`config.mk`:
```
export PLATFORM = sky130hd
export DESIGN_NAME = uart_regs
export DESIGN_NICKNAME = d
export VERILOG_FILES = /design/src/rtl/uart_regs.sv
export SDC_FILE = /design/constraint.sdc
export NUM_CORES = 1
export LEC_CHECK = 0
export BUFFER_PORTS_ARGS = -buffer_cell sky130_fd_sc_hd__buf_2
export CAP_MARGIN = 10
export CORE_MARGIN = 2
export CORE_UTILIZATION = 67
export CTS_BUF_LIST = sky130_fd_sc_hd__clkbuf_8
export DETAILED_ROUTE_END_ITERATION = 7
export HOLD_SLACK_MARGIN = 0.12
export PLACE_DENSITY_LB_ADDON = 0.15
export SYNTH_ARGS = -nofsm -noshare
export SYNTH_HDL_FRONTEND = slang
export SYNTH_SLANG_ARGS = --single-unit
```
`constraint.sdc`:
```
create_clock -name clk -period 8.55 [get_ports clk]
set_input_delay 0.855 -clock clk [delete_from_list [all_inputs] [get_ports clk]]
set_output_delay 0.855 -clock clk [all_outputs]
set_load 0.01 [all_outputs]
```
`src/rtl/uart_regs.sv`:
```
module uart_regs #(
  parameter int DEPTH = 16,
  parameter int AW    = 10
) (
  input  logic          clk,
  input  logic          rst_n,
  input  logic          wr_en,
  input  logic          rd_en,
  input  logic [AW-1:0] addr,
  input  logic [31:0]   wdata,
  output logic [31:0]   rdata,
  input  logic [7:0]    rx_data,
  input  logic          rx_valid,
  output logic          rx_ready,
  output logic [7:0]    tx_data,
  output logic          tx_strobe,
  output logic          irq
);
  localparam int PW = $clog2(DEPTH);
  localparam int CW = $clog2(DEPTH + 1);
  localparam logic [AW-1:0] W_DATA = AW'(0),  W_FLAG = AW'(6),  W_LPD = AW'(8),
                            W_IDIV = AW'(9),  W_FDIV = AW'(10), W_LINE = AW'(11),
                            W_CTRL = AW'(12), W_LVL = AW'(13),  W_MASK = AW'(14),
                            W_RAW = AW'(15),  W_MIS = AW'(16),  W_CLR = AW'(17),
                            W_DMA = AW'(18);

  logic [7:0]    mem [DEPTH];
  logic [PW-1:0] rp, wp;
  logic [CW-1:0] cnt;
  logic [7:0]    lp_div, line;
  logic [15:0]   i_div, ctrl;
  logic [5:0]    f_div, lvl;
  logic [2:0]    dma;
  logic [10:0]   msk;
  logic          rx_ris, tx_ris;

  wire [CW-1:0] cap    = line[4] ? CW'(DEPTH) : CW'(1);
  wire          push   = rx_valid && rx_ready;
  wire          pop    = rd_en && addr == W_DATA && cnt != '0;
  wire [10:0]   raw_st = {5'b0, tx_ris, rx_ris, 4'b0};
  wire [10:0]   mis    = raw_st & msk;
  wire [7:0]    flags  = {1'b1, cnt == cap, 1'b0, cnt == '0, 4'b0};
  wire          id_hit = &addr[AW-1:3];
  wire          unused_ok = &{1'b0, wdata[31:16]};

  assign rx_ready = cnt < cap;

  function automatic logic [7:0] id_byte(input logic [2:0] i);
    case (i)
      3'd0: id_byte = 8'h11;
      3'd1: id_byte = 8'h10;
      3'd2: id_byte = 8'h14;
      3'd3: id_byte = 8'h00;
      3'd4: id_byte = 8'h0D;
      3'd5: id_byte = 8'hF0;
      3'd6: id_byte = 8'h05;
      default: id_byte = 8'hB1;
    endcase
  endfunction

  always_comb begin
    rdata = '0;
    if (id_hit) rdata = {24'b0, id_byte(addr[2:0])};
    else
      case (addr)
        W_DATA: rdata = {24'b0, mem[rp]};
        W_FLAG: rdata = {24'b0, flags};
        W_LPD:  rdata = {24'b0, lp_div};
        W_IDIV: rdata = {16'b0, i_div};
        W_FDIV: rdata = {26'b0, f_div};
        W_LINE: rdata = {24'b0, line};
        W_CTRL: rdata = {16'b0, ctrl};
        W_LVL:  rdata = {26'b0, lvl};
        W_MASK: rdata = {21'b0, msk};
        W_RAW:  rdata = {21'b0, raw_st};
        W_MIS:  rdata = {21'b0, mis};
        W_DMA:  rdata = {29'b0, dma};
        default: rdata = '0;
      endcase
  end

  always_ff @(posedge clk) begin
    if (!rst_n) begin
      for (int i = 0; i < DEPTH; i++) mem[i] <= '0;
      rp <= '0;
      wp <= '0;
      cnt <= '0;
    end else begin
      if (push) begin
        mem[wp] <= rx_data;
        wp <= (wp == PW'(DEPTH - 1)) ? '0 : wp + 1'b1;
      end
      if (pop) rp <= (rp == PW'(DEPTH - 1)) ? '0 : rp + 1'b1;
      if (push && !pop) cnt <= cnt + 1'b1;
      else if (pop && !push) cnt <= cnt - 1'b1;
    end
  end

  always_ff @(posedge clk) begin
    if (!rst_n) begin
      lp_div <= '0; i_div <= '0; f_div <= '0; line <= '0;
      ctrl <= 16'h0300; lvl <= 6'h12; dma <= '0; msk <= '0;
    end else if (wr_en) begin
      case (addr)
        W_LPD:  lp_div <= wdata[7:0];
        W_IDIV: i_div  <= wdata[15:0];
        W_FDIV: f_div  <= wdata[5:0];
        W_LINE: line   <= wdata[7:0];
        W_CTRL: ctrl   <= wdata[15:0];
        W_LVL:  lvl    <= wdata[5:0];
        W_MASK: msk    <= wdata[10:0];
        W_DMA:  dma    <= wdata[2:0];
        default: ;
      endcase
    end
  end

  always_ff @(posedge clk) begin
    if (!rst_n) begin
      rx_ris <= 1'b0;
      tx_ris <= 1'b0;
      tx_strobe <= 1'b0;
      tx_data <= '0;
      irq <= 1'b0;
    end else begin
      if (push && !pop && cnt == '0) rx_ris <= 1'b1;
      else if (pop && !push && cnt == CW'(1)) rx_ris <= 1'b0;
      else if (wr_en && addr == W_CLR && wdata[4]) rx_ris <= 1'b0;

      if (wr_en && addr == W_DATA) tx_ris <= 1'b1;
      else if (wr_en && addr == W_CLR && wdata[5]) tx_ris <= 1'b0;

      tx_strobe <= wr_en && addr == W_DATA;
      if (wr_en && addr == W_DATA) tx_data <= wdata[7:0];
      irq <= |mis;
    end
  end
endmodule

```
==> flow_metrics.tcl <==
set metrics [dict create \
    ioPinCount 98 \
    die_x_um 134 \
    start_util_pct 68.5 \
    cts_buffers 38 \
    drive_gt1_share_pct 17.3 \
    slowest_delay_ns 0.85 \
    clk_pin_slew_ns 0.06 \
    drv_cap 0 \
    antenna_left 0 \
    vias 7710 \
    area_delta_synth_final_pct 8.53 \
    critPathCaptureType "output pin" \
    core_um2 16600 \
    tightest_slew_ns 1.07 \
    row_count 47 \
    h-tree-depth 2 \
    leakagePower_nw 4.66 \
    worstPathRequired_ns 7.70 \
    grt_pass1_wl_um 41000 \
    pwr-share-clk_pct 36.0 \
    first_iter_violations 675 \
    n_antenna_cell 0 \
    final_max_slew_viol_count 0 \
    antenna_found_initial 0 \
    internal-power_mw 1.82 \
    cts.sinks 231 \
    synth_top_area_share_pct 33.8 \
    p_total_mw 2.51 \
    die_y_um 134 \
    grt_max_degree 120 \
    yosysSeqAreaShare_pct 52.0 \
    dpl_cell_area_um2 11600 \
    crit_path_start_kind "primary input" \
    path_cells "buf_2 > nor4_4 > and4_1 > a22oi_1 > and4_1 > o21ai_0 > buf_2" \
    yosys_warnings 0 \
    nets 1101 \
    yosys-top-cells-count "and2_1, edfxtp_1, nand2_1" \
    insertion_delay_ns 0.54 \
    synthArstFlopShare_pct 0 \
    synthTopCellsByArea "edfxtp_1, dfxtp_1, and2_1, mux4_2, mux2i_1" \
    r2r_setup_slack_ns 5.42 \
    synth_most_common_cell "and2_1" \
    max-slew-margin-rel_pct 29.0 \
    p_per_area_nw_per_um2 203 \
    syn_avg_cell_area_um2 11.4 \
    synth_ff_type "edfxtp_1" \
    max_freq_mhz 237 \
    synth-edff-count 128 \
    skew_ns 0.0266 \
    dr.pass1.iters 5 \
    fin_setup_tns_ns 0 \
    postSynthCellCount 997 \
    cts_post_setup_buffers_inserted 0 \
    power_frac_seq_pct 50.0 \
    yosys.area.top_type "edfxtp_1" \
    min_period_ns 4.22 \
    grt_pass1_vias 7507 \
    outcome "complete, no violations" \
    hold_viol_final 0 \
    ir_drop_uv 164 \
    slowest_stage "and4_1" \
    path_buf_inv 2 \
    p_switching_uw 684 \
    power.share.combinational_pct 14.0 \
    post_cts_resized 0 \
    dpl.hpwl_um 17000 \
    drc 0 \
    grt_setup_unrepaired "false" \
    gp_congestion 0.922 \
    cp_max_fo 19 \
    final_design_area_no_fill_um2 12300 \
    overflow 0 \
    grt_use_total_pct 29.8 \
    critical_path_class "primary input to output pin" \
    yosys_register_bits 231 \
    wirelength_um 26200 \
    clock-root-buffer "clkbuf_8" \
    port_buffers 65 \
    synth_area_um2 11400 \
    cts_tree "done" \
    synth.distinct_cells 68 \
    fin_crit_sh_pct 49.3 \
    p_sw_share_pct 27.3 \
    max-clock-path-buffers 3 \
    die-area_um2 18000 \
    vias_per_cell 6.02 \
    critPathArrivalTime_ns 3.36 \
    wl_per_cell_um 20.4 \
    hold_path.class "register to register" \
    setup_viol 0 \
    fin_util_pct 74.4 \
    hold_buffers 0 \
    crit_family "simple AND/OR/NAND/NOR gates" \
]
==> placed cells by master, fill, tap and decap left out, types with 3 or more instances in the layout <==
master / synthesis / layout
nand3_1: 43 / 43
nand2_1: 128 / 128
nor4_4: 5 / 5
ha_1: 13 / 13
nand2b_1: 19 / 19
nor3_2: 4 / 4
xor2_1: 4 / 4
a22o_1: 7 / 7
and4_1: 4 / 4
nor3_4: 8 / 8
clkinv_1: 0 / 5
a22oi_1: 3 / 3
o21ai_0: 10 / 10
mux4_2: 32 / 32
dfxtp_1: 103 / 102
nor3_1: 4 / 4
a211oi_1: 5 / 5
xnor2_1: 3 / 3
buf_4: 17 / 4
and3_1: 9 / 9
buf_2: 13 / 65
mux2_2: 11 / 11
nor2b_1: 37 / 37
a21oi_1: 9 / 9
edfxtp_1: 128 / 128
mux2i_1: 48 / 48
and2_1: 137 / 137
clkbuf_8: 0 / 41
conb_1: 1 / 16
a21boi_0: 52 / 52
a31oi_1: 6 / 6
nor2_1: 14 / 14
inv_1: 8 / 26
nand4_1: 15 / 15
==> routing by layer <==
metal  global-route usage, %  vias up  wire, µm
li1                        -     3609         -
met5                       0        -         0
met4                    11.6        0       729
met1                    38.1     3760     10700
met2                    51.0      283     13200
met3                    5.22       58      1530
==> kinds of logic after synthesis <==
| logic type | synth area share (%) |
|---|---|
| AOI/OAI and AO/OA | 7.53 |
| xor gates and xnor gates | 0.540 |
| adders and majority gates | 1.43 |
| buffers and inverters | 4.04 |
| DFF | 52.0 |
| muxes | 11.7 |
| other | 0.0330 |
| and+or+nand+nor | 22.8 |
==> power groups by stage <==
stage	Combinational (mW)	Clock, mW	Sequential, mW
final	0.352	0.902	1.25
after global placement	0.341	0	1.27
after floorplan	0.273	0	1.27
after CTS	0.351	0.910	1.25
after global routing	0.384	0.957	1.26
after detailed placement	0.348	0	1.28
==> sequential cells by signal, summed over array words and instances (netlist names), 6 cells and up, named ones only <==
name     flops
line         8
mem        128
ctrl        16
i_div       16
tx_data      8
msk         11
f_div        6
lvl          6
lp_div       8
==> layout make-up <==
| cell class | instances | area [µm²] |
|---|---|---|
| timing repair buffer | 69 | 355 |
| inverter | 9 | 36.3 |
| sequential | 231 | 5910 |
| fill | 1152 | 4250 |
| tap | 220 | 275 |
| clock inverter | 27 | 140 |
| multi-input combinational | 684 | 5050 |
| clock buffer | 41 | 564 |
==> path summary, 6_finish.rpt <==
path / cells past startpoint / startpoint / endpoint
worst min-delay path: 2 / ctrl[7]$_SDFFE_PN0P_ / ctrl[7]$_SDFFE_PN0P_
worst max register to register: 7 / cnt[0]$_SDFFE_PN0P_ / mem[0][3]$_SDFFCE_PN0P_
worst max-delay path: 7 / addr[5] / rdata[2]
worst min register to register: 2 / ctrl[7]$_SDFFE_PN0P_ / ctrl[7]$_SDFFE_PN0P_
==> tightest hold or removal path, cell delays in order, from the launching register on <==
cell,delay [ns]
dfxtp_1,0.31
nand2_1,0.05
a21boi_1,0.05
==> metrics by stage <==
stage	worst slack (ns)	instances	hold WS, ns
final	4.33	1281	0.460
after CTS	4.40	1281	0.464
after floorplan	5.03	1012	0.427
after global placement	4.21	1213	0.446
after detailed placement	4.20	1213	0.456
after global routing	4.16	1281	0.486
Note: power is estimated with default switching activity, not from simulation.
